## config.mk

```make
export PLATFORM = sky130hd
export DESIGN_NAME = dma_chan_req
export DESIGN_NICKNAME = d
export VERILOG_FILES = /design/src/rtl/dma_req_pkg.sv /design/src/rtl/dma_pin_cond.sv /design/src/rtl/dma_cfg_hold.sv /design/src/rtl/dma_req_fsm.sv /design/src/rtl/dma_chan_req.sv
export SDC_FILE = /design/constraint.sdc
export NUM_CORES = 1
export LEC_CHECK = 0
export ABC_CLOCK_PERIOD_IN_PS = 2250
export CAP_MARGIN = 0
export CORE_ASPECT_RATIO = 1.2
export CORE_MARGIN = 4
export CORE_UTILIZATION = 35
export DETAILED_ROUTE_END_ITERATION = 10
export HOLD_SLACK_MARGIN = 0.05
export SYNTH_ARGS = -nofsm -noshare
export SYNTH_HDL_FRONTEND = slang
export SYNTH_HIERARCHICAL = 1
export SYNTH_SLANG_ARGS = --single-unit
```

## constraint.sdc

```tcl
create_clock -name clk -period 2.25 [get_ports clk]
set_input_delay 0.45 -clock clk [delete_from_list [all_inputs] [get_ports clk]]
set_output_delay 0.45 -clock clk [all_outputs]
set_load 0.1 [all_outputs]
```

## src/rtl/dma_req_pkg.sv

```systemverilog
`timescale 1ns/1ps
package dma_req_pkg;

  typedef enum logic [2:0] {
    ST_IDLE = 3'd0,
    ST_STBY = 3'd1,
    ST_REQ  = 3'd2,
    ST_XFER = 3'd3,
    ST_DONE = 3'd4
  } chan_state_e;

  localparam int SIZE_W = 2;
  localparam int UNIT_W = 3;

  function automatic logic [UNIT_W-1:0] size_to_bytes(input logic [SIZE_W-1:0] code);
    logic [UNIT_W-1:0] b;
    case (code)
      2'b00:   b = UNIT_W'(1);
      2'b01:   b = UNIT_W'(2);
      default: b = UNIT_W'(4);
    endcase
    return b;
  endfunction

endpackage

```

## src/rtl/dma_pin_cond.sv

```systemverilog
`timescale 1ns/1ps
module dma_pin_cond #(
  parameter int SYNC_STAGES = 2
) (
  input  logic clk,
  input  logic rst_n,
  input  logic pin_n_i,
  input  logic edge_mode_i,
  input  logic arm_i,
  input  logic clr_i,
  output logic hit_o
);
  localparam int HIST_W = SYNC_STAGES + 1;

  logic [HIST_W-1:0] shift_q;
  logic              edge_q;
  logic              edge_d;
  logic              pin_sync;
  logic              pin_prev;
  logic              fall;

  // Synchroniser stages plus one history flop for edge detection.
  genvar g;
  generate
    for (g = 0; g < HIST_W; g++) begin : g_sync
      always_ff @(posedge clk or negedge rst_n) begin
        if (!rst_n) begin
          shift_q[g] <= 1'b1;
        end else begin
          if (g == 0) shift_q[g] <= pin_n_i;
          else        shift_q[g] <= shift_q[(g == 0) ? 0 : g-1];
        end
      end
    end
  endgenerate

  assign pin_sync = shift_q[SYNC_STAGES-1];
  assign pin_prev = shift_q[SYNC_STAGES];
  assign fall     = pin_prev & ~pin_sync;

  always_comb begin
    edge_d = edge_q;
    if (!arm_i) begin
      edge_d = 1'b0;
    end else begin
      edge_d = (edge_mode_i & fall) | (edge_q & ~clr_i);
    end
  end

  always_ff @(posedge clk or negedge rst_n) begin
    if (!rst_n) edge_q <= 1'b0;
    else        edge_q <= edge_d;
  end

  assign hit_o = edge_mode_i ? (fall | edge_q) : ~pin_sync;

endmodule

```

## src/rtl/dma_cfg_hold.sv

```systemverilog
`timescale 1ns/1ps
module dma_cfg_hold
  import dma_req_pkg::*;
(
  input  logic              clk,
  input  logic              rst_n,
  input  logic              capture_i,
  input  logic [SIZE_W-1:0] size_i,
  input  logic              ext_i,
  input  logic              src_pin_i,
  input  logic              edge_i,
  output logic              ext_q_o,
  output logic              src_pin_q_o,
  output logic              edge_q_o,
  output logic [UNIT_W-1:0] unit_bytes_o
);
  logic [SIZE_W-1:0] size_q;
  logic [SIZE_W-1:0] size_d;
  logic              ext_d;
  logic              src_d;
  logic              edge_d;

  always_comb begin
    size_d = size_q;
    ext_d  = ext_q_o;
    src_d  = src_pin_q_o;
    edge_d = edge_q_o;
    if (capture_i) begin
      size_d = size_i;
      ext_d  = ext_i;
      src_d  = src_pin_i;
      edge_d = edge_i;
    end
  end

  always_ff @(posedge clk or negedge rst_n) begin
    if (!rst_n) begin
      size_q      <= '0;
      ext_q_o     <= 1'b0;
      src_pin_q_o <= 1'b0;
      edge_q_o    <= 1'b0;
    end else begin
      size_q      <= size_d;
      ext_q_o     <= ext_d;
      src_pin_q_o <= src_d;
      edge_q_o    <= edge_d;
    end
  end

  assign unit_bytes_o = size_to_bytes(size_q);

endmodule

```

## src/rtl/dma_req_fsm.sv

```systemverilog
`timescale 1ns/1ps
module dma_req_fsm
  import dma_req_pkg::*;
(
  input  logic        clk,
  input  logic        rst_n,
  input  logic        start_i,
  input  logic        ext_live_i,
  input  logic        ext_q_i,
  input  logic        hit_i,
  input  logic        grant_i,
  input  logic        preempt_i,
  input  logic        done_i,
  output chan_state_e state_o,
  output logic        capture_o,
  output logic        take_o
);
  chan_state_e state_q;
  chan_state_e state_d;

  always_comb begin
    state_d = state_q;
    if (!start_i) begin
      state_d = ST_IDLE;
    end else begin
      case (state_q)
        ST_IDLE: state_d = ext_live_i ? ST_STBY : ST_REQ;
        ST_STBY: if (hit_i) state_d = ST_REQ;
        ST_REQ:  if (grant_i && !preempt_i) state_d = ST_XFER;
        ST_XFER: begin
          if (done_i)                      state_d = ST_DONE;
          else if (preempt_i || !grant_i)  state_d = ST_REQ;
          else if (ext_q_i)                state_d = ST_STBY;
        end
        ST_DONE: state_d = ST_DONE;
        default: state_d = ST_IDLE;
      endcase
    end
  end

  always_ff @(posedge clk or negedge rst_n) begin
    if (!rst_n) state_q <= ST_IDLE;
    else        state_q <= state_d;
  end

  assign state_o   = state_q;
  assign capture_o = (state_q == ST_IDLE) && start_i;
  assign take_o    = (state_q == ST_REQ) && start_i && grant_i && !preempt_i;

endmodule

```

## src/rtl/dma_chan_req.sv

```systemverilog
`timescale 1ns/1ps
module dma_chan_req
  import dma_req_pkg::*;
#(
  parameter int SYNC_STAGES = 2
) (
  input  logic              clk,
  input  logic              rst_n,
  input  logic              start_i,
  input  logic              ext_mode_i,
  input  logic              src_pin_i,
  input  logic              edge_mode_i,
  input  logic [SIZE_W-1:0] size_i,
  input  logic              irq_req_n_i,
  input  logic              dev_req_n_i,
  input  logic              grant_i,
  input  logic              preempt_i,
  input  logic              done_i,
  output logic              req_o,
  output logic              xfer_o,
  output logic              wait_o,
  output logic              done_o,
  output logic [UNIT_W-1:0] unit_bytes_o
);
  chan_state_e state;
  logic        capture;
  logic        take;
  logic        mode_q;
  logic        src_q;
  logic        edge_cfg_q;
  logic        pin_hit;
  logic        ext_hit;
  logic        armed;

  assign armed   = (state != ST_IDLE);
  assign ext_hit = src_q ? pin_hit : ~irq_req_n_i;

  dma_cfg_hold u_cfg (
    .clk          (clk),
    .rst_n        (rst_n),
    .capture_i    (capture),
    .size_i       (size_i),
    .ext_i        (ext_mode_i),
    .src_pin_i    (src_pin_i),
    .edge_i       (edge_mode_i),
    .ext_q_o      (mode_q),
    .src_pin_q_o  (src_q),
    .edge_q_o     (edge_cfg_q),
    .unit_bytes_o (unit_bytes_o)
  );

  dma_pin_cond #(.SYNC_STAGES(SYNC_STAGES)) u_pin (
    .clk         (clk),
    .rst_n       (rst_n),
    .pin_n_i     (dev_req_n_i),
    .edge_mode_i (edge_cfg_q),
    .arm_i       (armed),
    .clr_i       (take),
    .hit_o       (pin_hit)
  );

  dma_req_fsm u_fsm (
    .clk        (clk),
    .rst_n      (rst_n),
    .start_i    (start_i),
    .ext_live_i (ext_mode_i),
    .ext_q_i    (mode_q),
    .hit_i      (ext_hit),
    .grant_i    (grant_i),
    .preempt_i  (preempt_i),
    .done_i     (done_i),
    .state_o    (state),
    .capture_o  (capture),
    .take_o     (take)
  );

  assign req_o  = (state == ST_REQ) || (state == ST_XFER);
  assign xfer_o = (state == ST_XFER);
  assign wait_o = (state == ST_STBY);
  assign done_o = (state == ST_DONE);

endmodule

```

==> results.sh, run 1 <==
export IMPL_grt_pass1_wl_um=2330
export IMPL_critical_path_class="flop to output port"
export IMPL_place_hpwl_um=1060
export IMPL_switchingPower_uw=713
export IMPL_yosysWarningCount=6
export IMPL_async_flop_share_pct=100
export IMPL_holdWs_ns=0.358
export IMPL_gp_congestion=0.785
export IMPL_worst_setup_hold_path_clk_slew_ns=0.08
export IMPL_num_rows=16
export IMPL_cts_tree="yes"
export IMPL_grt_total_usage_pct=13.4
export IMPL_port_buffers=19
export IMPL_cts_buffers=3
export IMPL_worstPathMaxFanout=13
export IMPL_fin_crit_sh_pct=87.6
export IMPL_synthesis_nets=74
export IMPL_leakage_nw=0.388
export IMPL_period_needed_ns=1.97
export IMPL_fp_dieH_um=55.2
export IMPL_critical_path_startpoint_type="flop"
export IMPL_start_util_pct=38.2
export IMPL_drive_gt1_share_pct=35.4
export IMPL_grt_max_degree=14
export IMPL_grt_pass1_vias=512
export IMPL_hold_violations=0
export IMPL_vias=530
export IMPL_drt_total_wl_um=1420
export IMPL_seq_area_frac_synth_pct=46.8
export IMPL_die_w_um=47.3
export IMPL_crit_path_end="xfer_o"
export IMPL_slowest_delay_ns=0.63
export IMPL_p_per_area_mw_per_mm2=1510
export IMPL_grt_overflow_total=0
export IMPL_cts_max_level=1
export IMPL_setup_tns_ns=0
export IMPL_synth_edf_count=0
export IMPL_rsz0062_at_grt="no"
export IMPL_pwr_share_clk_pct=12.2
export IMPL_max_freq_mhz=507
export IMPL_root_buffer="clkbuf_4"
export IMPL_clkLatencyLatePin_ns=0.27
export IMPL_p_comb_share_pct=58.8
export IMPL_ys_ff_latch=12
export IMPL_antenna_left=0
export IMPL_fin_area_um2=935
export IMPL_cap_viol_max_count=0
export IMPL_hold_buffers=0
export IMPL_yosysUniqueCellTypes=31
export IMPL_vdd_drop_max_uv=1110
export IMPL_synth_ff_type="dfrtp_1"
export IMPL_drtIter0Drc=9
export IMPL_clock_path_buffers=2
export IMPL_antenna_cells=0
export IMPL_p_int_uw=697
export IMPL_wire_per_inst_um=14.2
export IMPL_slew_headroom_pct=63.5
export IMPL_hold_path_class="flop to flop"
export IMPL_rrSetupSlack_ns=0.62
export IMPL_placed_area_um2=898
export IMPL_ff2ff_path_depth=4
export IMPL_cp_end_kind="output port"
export IMPL_nets=96
export IMPL_num_io_pins=20
export IMPL_critPathArrivalTime_ns=1.52
export IMPL_dieArea_mm2=0.00261
export IMPL_drtPass1Iterations=4
export IMPL_slowest_stage="dfrtp_1"
export IMPL_rr_endpoint="u_fsm/state_o[1]"
export IMPL_crit_chain="nor2b_4 -> and2_2 -> buf_12"
export IMPL_worst_slew_pin_transition_ns=0.546
export IMPL_areaGrowthSynthToFinish_pct=43.9
export IMPL_power_frac_seq_pct=29.0
export IMPL_syn_inst=61
export IMPL_core_mm2=0.00170
export IMPL_final_util_pct=54.9
export IMPL_cts_sinks=12
export IMPL_cts_resized=0
export IMPL_finalMaxSlewViolations=0
export IMPL_grt_antenna_before_repair=0
export IMPL_status="completed"
export IMPL_synth_avg_cell_area_um2=10.6
export IMPL_regToRegStartpoint="u_fsm/state_o[1]"
export IMPL_post_cts_buffers=0
export IMPL_startpoint="u_fsm/state_o[1]"
export IMPL_avgViaCountPerCell=5.30
export IMPL_drc=0
export IMPL_fin_worst_skew_ns=0.00221
export IMPL_setup_viol=0
export IMPL_worst_ep_required_time_ns=1.80
export IMPL_synth_area_um2=649
export IMPL_netSwitchingFraction_pct=50.6
-- worst min-delay path by stage --
| stage | end | slack [ns] | cells after the start | start |
|---|---|---|---|---|
| after detailed placement | u_pin/pin_sync | 0.35 | 0 | u_pin/shift_q[0] |
| after global placement | u_pin/pin_sync | 0.35 | 0 | u_pin/shift_q[0] |
| after floorplan | u_cfg/edge_q_o | 0.15 | 0 | rst_n |
| final | u_pin/pin_sync | 0.36 | 0 | u_pin/shift_q[0] |
| after global routing | u_pin/pin_sync | 0.36 | 0 | u_pin/shift_q[0] |
| after CTS | u_pin/pin_sync | 0.36 | 0 | u_pin/shift_q[0] |
-- placed cells by master, fill, tap and decap left out, types with 2 or more instances in the layout --
cell type        instances
and2_2                   2
buf_12                   4
buf_4                    4
clkbuf_4                 3
clkdlybuf4s50_1         12
dfrtp_1                  9
dfstp_2                  3
inv_1                    2
mux2_2                   5
nand2_1                  4
nor2_1                   4
nor2b_1                  4
nor3b_2                  2
o21ai_0                  3
-- area by class of cell --
type                    count  area (um^2)
flip-flops and latches     12          304
fillers                   153          767
multi-input cells          44          334
inverters                   2         7.51
clock buffers               4         36.3
well taps                  18         22.5
repair buffers             20          230
-- per-stage QoR --
step                cells  setup WS (ns)  power (mW)
finish                100          0.279        1.41
global route          100          0.203        1.48
CTS                   100          0.291        1.42
detailed placement     96          0.282        1.24
global placement       96          0.315        1.23
floorplan              61       0.000687        1.02
-- sequential cells by signal (all words and copies together) (netlist names) --
signal,cells
u_cfg/src_pin_q_o,1
u_cfg/edge_q_o,1
u_pin/shift_q,1
u_cfg/ext_q_o,1
u_cfg/size_q,2
u_pin/pin_sync,1
u_fsm/state_o,3
u_pin/edge_q,1
u_pin/pin_prev,1
-- per-layer routing --
metal	vias to the layer above	share of wire [%]	GRT usage, %
li1	257	-	-
met5	-	0	0
met2	15	49	21.0
met1	253	42	15.4
met4	0	1.9	6.91
met3	5	6.2	5.50
-- critical path, delay by kind of cell (launching register included) --
kind	cells	cell delay (ns)
and+or+nand+nor	2	0.44
buffers and inverters	1	0.17
DFF	1	0.63
-- cell families after synthesis --
group                  after synthesis  share of synthesized area (%)
buffers and inverters                5                           4.05
muxes                                6                           10.2
DFF                                 12                           46.8
and+or+nand+nor                     27                           27.0
AOI/OAI and AO/OA                   11                           11.9
-- synthesized netlist by cell type (2+ instances only) --
master	n	share of area (%)
mux2_2	5	8.7
nor2b_1	4	3.9
buf_4	2	2.3
nor2_1	4	2.3
nand2_1	4	2.3
inv_1	2	1.2
dfrtp_1	9	35
and2_2	2	2.3
nor3b_1	3	3.5
o21ai_0	3	2.3
dfstp_2	3	12
-- power by group through the flow --
stage	sequential, mW	clock (mW)	combinational [mW]
global route	0.430	0.185	0.867
floorplan	0.351	0	0.672
global placement	0.405	0	0.822
detailed placement	0.412	0	0.831
CTS	0.408	0.177	0.832
finish	0.408	0.172	0.829
Note: power is estimated with default switching activity, not from simulation.
==> run 2: changes to the inputs <==
--- a/config.mk
+++ b/config.mk
@@ -5,13 +5,13 @@
 export SDC_FILE = /design/constraint.sdc
 export NUM_CORES = 1
 export LEC_CHECK = 0
-export ABC_CLOCK_PERIOD_IN_PS = 2250
+export ABC_CLOCK_PERIOD_IN_PS = 2500
 export CAP_MARGIN = 0
 export CORE_ASPECT_RATIO = 1.2
 export CORE_MARGIN = 4
 export CORE_UTILIZATION = 35
 export DETAILED_ROUTE_END_ITERATION = 10
-export HOLD_SLACK_MARGIN = 0.05
+export HOLD_SLACK_MARGIN = 0.12
 export SYNTH_ARGS = -nofsm -noshare
 export SYNTH_HDL_FRONTEND = slang
 export SYNTH_HIERARCHICAL = 1
==> constraint.sdc (replaced) <==
create_clock -name clk -period 2.5 [get_ports clk]
set_input_delay 0.5 -clock clk [delete_from_list [all_inputs] [get_ports clk]]
set_output_delay 0.5 -clock clk [all_outputs]
set_load 0.1 [all_outputs]
==> results.sh, run 2 (same netlist as run 1, synthesis figures left out) <==
export IMPL_grt_max_degree=14
export IMPL_worst_ep_required_time_ns=2.00
export IMPL_p_per_area_mw_per_mm2=1350
export IMPL_post_cts_buffers=0
export IMPL_critical_path_startpoint_type="flop"
export IMPL_cts_buffers=3
export IMPL_cts_resized=0
export IMPL_drc=0
export IMPL_ff2ff_path_depth=4
export IMPL_final_cell_mix="clkdlybuf4s50_1 (12), dfrtp_1 (9), buf_4 (7)"
export IMPL_vias=527
export IMPL_placed_cells=96
export IMPL_slew_headroom_pct=64.7
export IMPL_largest_reg_flops=3
export IMPL_critical_path_class="flop to output port"
export IMPL_clock_path_buffers=2
export IMPL_nFillCells=155
export IMPL_multi_input_area_um2=329
export IMPL_grt_total_usage_pct=11.2
export IMPL_antenna_left=0
export IMPL_final_common_cell="clkdlybuf4s50_1"
export IMPL_place_hpwl_um=965
export IMPL_cts_sinks=12
export IMPL_cts_tree="yes"
export IMPL_grt_antenna_before_repair=0
export IMPL_fin_crit_sh_pct=77.6
export IMPL_areaGrowthSynthToFinish_pct=37.4
export IMPL_port_buffers=19
export IMPL_antenna_cells=0
export IMPL_fin_cells=100
export IMPL_grt_pass1_wl_um=2040
export IMPL_num_io_pins=20
export IMPL_fin_worst_skew_ns=0.00160
export IMPL_drt_total_wl_um=1280
export IMPL_fin_area_um2=892
export IMPL_die_w_um=47.3
export IMPL_rrSetupSlack_ns=0.92
export IMPL_slowest_delay_ns=0.60
export IMPL_regArea_um2=304
export IMPL_fp_dieH_um=55.2
export IMPL_setup_tns_ns=0
export IMPL_setup_viol=0
export IMPL_crit_chain="nor2b_2 -> and2_2 -> buf_12"
export IMPL_hold_buffers=0
export IMPL_worstPathMaxFanout=13
export IMPL_rsz0062_at_grt="no"
export IMPL_slowest_stage="dfrtp_1"
export IMPL_gp_congestion=0.746
export IMPL_avgViaCountPerCell=5.27
export IMPL_root_buffer="clkbuf_4"
export IMPL_status="completed"
export IMPL_rr_endpoint="u_fsm/state_o[1]"
export IMPL_core_mm2=0.00170
export IMPL_vdd_drop_max_uv=906
export IMPL_cp_end_kind="output port"
export IMPL_start_util_pct=38.2
export IMPL_grt_overflow_total=0
export IMPL_hold_violations=0
export IMPL_leakage_nw=0.375
export IMPL_dieArea_mm2=0.00261
export IMPL_cts_max_level=1
export IMPL_max_freq_mhz=515
export IMPL_period_needed_ns=1.94
export IMPL_wire_per_inst_um=12.8
export IMPL_placed_area_um2=856
export IMPL_hold_path_class="flop to flop"
export IMPL_regToRegStartpoint="u_fsm/state_o[1]"
export IMPL_critPathArrivalTime_ns=1.44
export IMPL_worst_slew_pin_transition_ns=0.528
export IMPL_cap_viol_max_count=0
export IMPL_worst_setup_hold_path_clk_slew_ns=0.07
export IMPL_drtIter0Drc=10
export IMPL_hold_depth=0
export IMPL_min_from="u_pin/shift_q[0]"
export IMPL_grt_pass1_vias=454
export IMPL_finalMaxSlewViolations=0
export IMPL_hold_end="u_pin/pin_sync"
export IMPL_drive_gt1_share_pct=35.4
export IMPL_nets=96
export IMPL_clkLatencyLatePin_ns=0.27
export IMPL_num_rows=16
export IMPL_drtPass1Iterations=4
-- run 2: cell type report --
class,instances,area share [%]
multi-input combinational,44,36.9
clock buffer,4,4.07
sequential,12,34.1
tap,18,2.52
timing repair buffer,20,21.6
inverter,2,0.842
-- run 2: power by group --
part / internal [mW] / leakage, nW / switching, mW
clock: 0.0884 / 0.0210 / 0.0620
sequential: 0.263 / 0.143 / 0.0969
combinational: 0.232 / 0.211 / 0.459
-- run 2: worst max-delay path, delay by kind of cell (launching register included) --
family,cells,cell delay (ns)
buffers and inverters,1,0.17
DFF,1,0.60
and+or+nand+nor,2,0.40
-- run 2: worst max-delay path by stage --
stage	start	end	slack (ns)	cells past startpoint
finish	u_fsm/state_o[1]	xfer_o	0.56	3
global route	u_fsm/state_o[1]	xfer_o	0.45	3
CTS	u_fsm/state_o[1]	xfer_o	0.55	3
detailed placement	grant_i	u_fsm/state_o[1]	0.50	5
global placement	grant_i	u_fsm/state_o[1]	0.52	5
floorplan	u_fsm/state_o[2]	xfer_o	0.06	2
-- run 2: per-layer routing --
metal  vias up  track usage [%]  part of all wire (%)
met5         -                0                     0
met3         2             1.94                   5.6
met4         0             6.91                  0.78
met1       251             15.8                    48
met2        16             15.4                    46
li1        258                -                     -
-- run 2: metrics by stage --
stage / total power, mW / setup WS (ns) / util [%] / hold slack [ns]
2_1_floorplan: 0.915 / 0.0551 / - / 0.204
3_3_place_gp: 1.05 / 0.516 / 50.3 / 0.346
3_5_place_dp: 1.06 / 0.503 / 50.3 / 0.347
4_1_cts: 1.21 / 0.547 / 52.4 / 0.359
5_1_grt: 1.27 / 0.446 / 52.4 / 0.360
6_report: 1.20 / 0.559 / 52.4 / 0.360
==> run 3: changes to the inputs <==
--- a/config.mk
+++ b/config.mk
@@ -5,7 +5,7 @@
 export SDC_FILE = /design/constraint.sdc
 export NUM_CORES = 1
 export LEC_CHECK = 0
-export ABC_CLOCK_PERIOD_IN_PS = 2500
+export ABC_CLOCK_PERIOD_IN_PS = 1900
 export CAP_MARGIN = 0
 export CORE_ASPECT_RATIO = 1.2
 export CORE_MARGIN = 4
==> constraint.sdc (replaced) <==
create_clock -name clk -period 1.9 [get_ports clk]
set_input_delay 0.38 -clock clk [delete_from_list [all_inputs] [get_ports clk]]
set_output_delay 0.38 -clock clk [all_outputs]
set_load 0.1 [all_outputs]
==> results.sh, run 3 (same netlist as run 1, synthesis figures left out) <==
export IMPL_worstPathMaxFanout=12
export IMPL_leakage_nw=0.410
export IMPL_drtPass1Iterations=4
export IMPL_cts_buffers=3
export IMPL_num_io_pins=20
export IMPL_fin_crit_sh_pct=95.1
export IMPL_cts_sinks=12
export IMPL_max_freq_mhz=553
export IMPL_topRoutingLayerUsed="met4"
export IMPL_setup_tns_ns=0
export IMPL_wl_met1_um=629
export IMPL_hold_violations=0
export IMPL_slowest_stage="dfrtp_1"
export IMPL_drtIter0Drc=3
export IMPL_hold_buffers=0
export IMPL_critical_path_startpoint_type="flop"
export IMPL_rr_endpoint="u_cfg/edge_q_o"
export IMPL_grt_antenna_before_repair=0
export IMPL_largest_reg_flops=3
export IMPL_hold_end="u_pin/pin_sync"
export IMPL_regToRegStartpoint="u_fsm/state_o[2]"
export IMPL_p_per_area_mw_per_mm2=1800
export IMPL_cp_end_kind="output port"
export IMPL_core_mm2=0.00170
export IMPL_drt_total_wl_um=1470
export IMPL_setup_viol=0
export IMPL_final_cell_mix="clkdlybuf4s50_1 (12), dfrtp_1 (9), buf_12 (7)"
export IMPL_fin_cells=103
export IMPL_antenna_cells=0
export IMPL_fp_dieH_um=55.2
export IMPL_start_util_pct=38.2
export IMPL_grt_total_usage_pct=13.6
export IMPL_critPathArrivalTime_ns=1.43
export IMPL_placed_cells=99
export IMPL_critPathBufInv=1
export IMPL_ff2ff_path_depth=4
export IMPL_crit_chain="nor3b_4 -> buf_12"
export IMPL_slew_headroom_pct=62.8
export IMPL_cts_resized=0
export IMPL_wire_per_inst_um=14.3
export IMPL_die_w_um=47.3
export IMPL_period_needed_ns=1.81
export IMPL_cts_tree="yes"
export IMPL_cts_max_level=1
export IMPL_grt_pass1_wl_um=2370
export IMPL_gp_congestion=0.770
export IMPL_status="completed"
export IMPL_vdd_drop_max_uv=1430
export IMPL_final_common_cell="clkdlybuf4s50_1"
export IMPL_path_delay_family="flip-flops"
export IMPL_drc=0
export IMPL_final_util_pct=59.0
export IMPL_post_cts_buffers=0
export IMPL_clkLatencyLatePin_ns=0.28
export IMPL_routed_wl_met2_um=693
export IMPL_holdWs_ns=0.358
export IMPL_startpoint="u_fsm/state_o[2]"
export IMPL_cap_viol_max_count=0
export IMPL_port_buffers=19
export IMPL_critical_path_class="flop to output port"
export IMPL_num_rows=16
export IMPL_hold_depth=0
export IMPL_vias=543
export IMPL_hold_path_class="flop to flop"
export IMPL_place_hpwl_um=1150
export IMPL_areaGrowthSynthToFinish_pct=54.5
export IMPL_grt_max_degree=13
export IMPL_nets=99
export IMPL_worst_slew_pin_transition_ns=0.556
export IMPL_avgViaCountPerCell=5.27
export IMPL_slowest_delay_ns=0.64
export IMPL_root_buffer="clkbuf_4"
export IMPL_rsz0062_at_grt="no"
export IMPL_drive_gt1_share_pct=38.8
export IMPL_met3WireLength_um=89
export IMPL_finalMaxSlewViolations=0
export IMPL_worst_ep_required_time_ns=1.52
export IMPL_antenna_left=0
export IMPL_fin_worst_skew_ns=0.00840
export IMPL_dieArea_mm2=0.00261
export IMPL_grt_overflow_total=0
export IMPL_min_from="u_pin/shift_q[0]"
export IMPL_grt_pass1_vias=521
export IMPL_worst_setup_hold_path_clk_slew_ns=0.08
export IMPL_rrSetupSlack_ns=0.30
export IMPL_clock_path_buffers=2
## run 3: changes by cell type in the layout (fill, tap and decap cells not counted), sizes merged
cell and change:
buf +3
## run 3: area by class of cell
class | instances | area (um^2)
Clock buffer | 4 | 26.3
Fill cell | 133 | 698
Inverter | 2 | 7.51
Multi-Input combinational cell | 44 | 353
Sequential cell | 12 | 304
Tap cell | 18 | 22.5
Timing Repair Buffer | 23 | 290
## run 3: power by group
group / total [mW] / switching, mW / internal, mW
clock: 0.173 / 0.0912 / 0.0816
combinational: 1.16 / 0.670 / 0.491
sequential: 0.469 / 0.123 / 0.346
total: 1.80 / 0.885 / 0.919
## run 3: worst register-to-register path, cell delays in order (launching register included)
cell,delay (ns)
dfrtp_1,0.55
nand2b_1,0.27
nor3_1,0.14
buf_4,0.18
mux2_2,0.33
## run 3: stage by stage
step	instance area (um^2)	setup WS (ns)	total power, mW
floorplan	683	0.0295	1.25
global placement	977	0.0386	1.63
detailed placement	977	-0.0239	1.64
CTS	1000	0.0875	1.82
global route	1000	0.0403	1.89
finish	1000	0.0924	1.80
## run 3: routing by layer
metal	GRT usage, %	vias up
met4	11.5	0
met3	2.91	7
li1	-	262
met1	15.7	254
met5	0	-
met2	21.0	20
## run 3: worst max-delay path by stage
| stage | slack, ns | end | depth (start not counted) |
|---|---|---|---|
| 2_1_floorplan | 0.03 | xfer_o | 2 |
| 4_1_cts | 0.09 | done_o | 2 |
| 6_report | 0.09 | done_o | 2 |
| 5_1_grt | 0.04 | done_o | 2 |
| 3_5_place_dp | -0.02 | u_fsm/state_o[1] | 5 |
| 3_3_place_gp | 0.04 | u_fsm/state_o[1] | 5 |
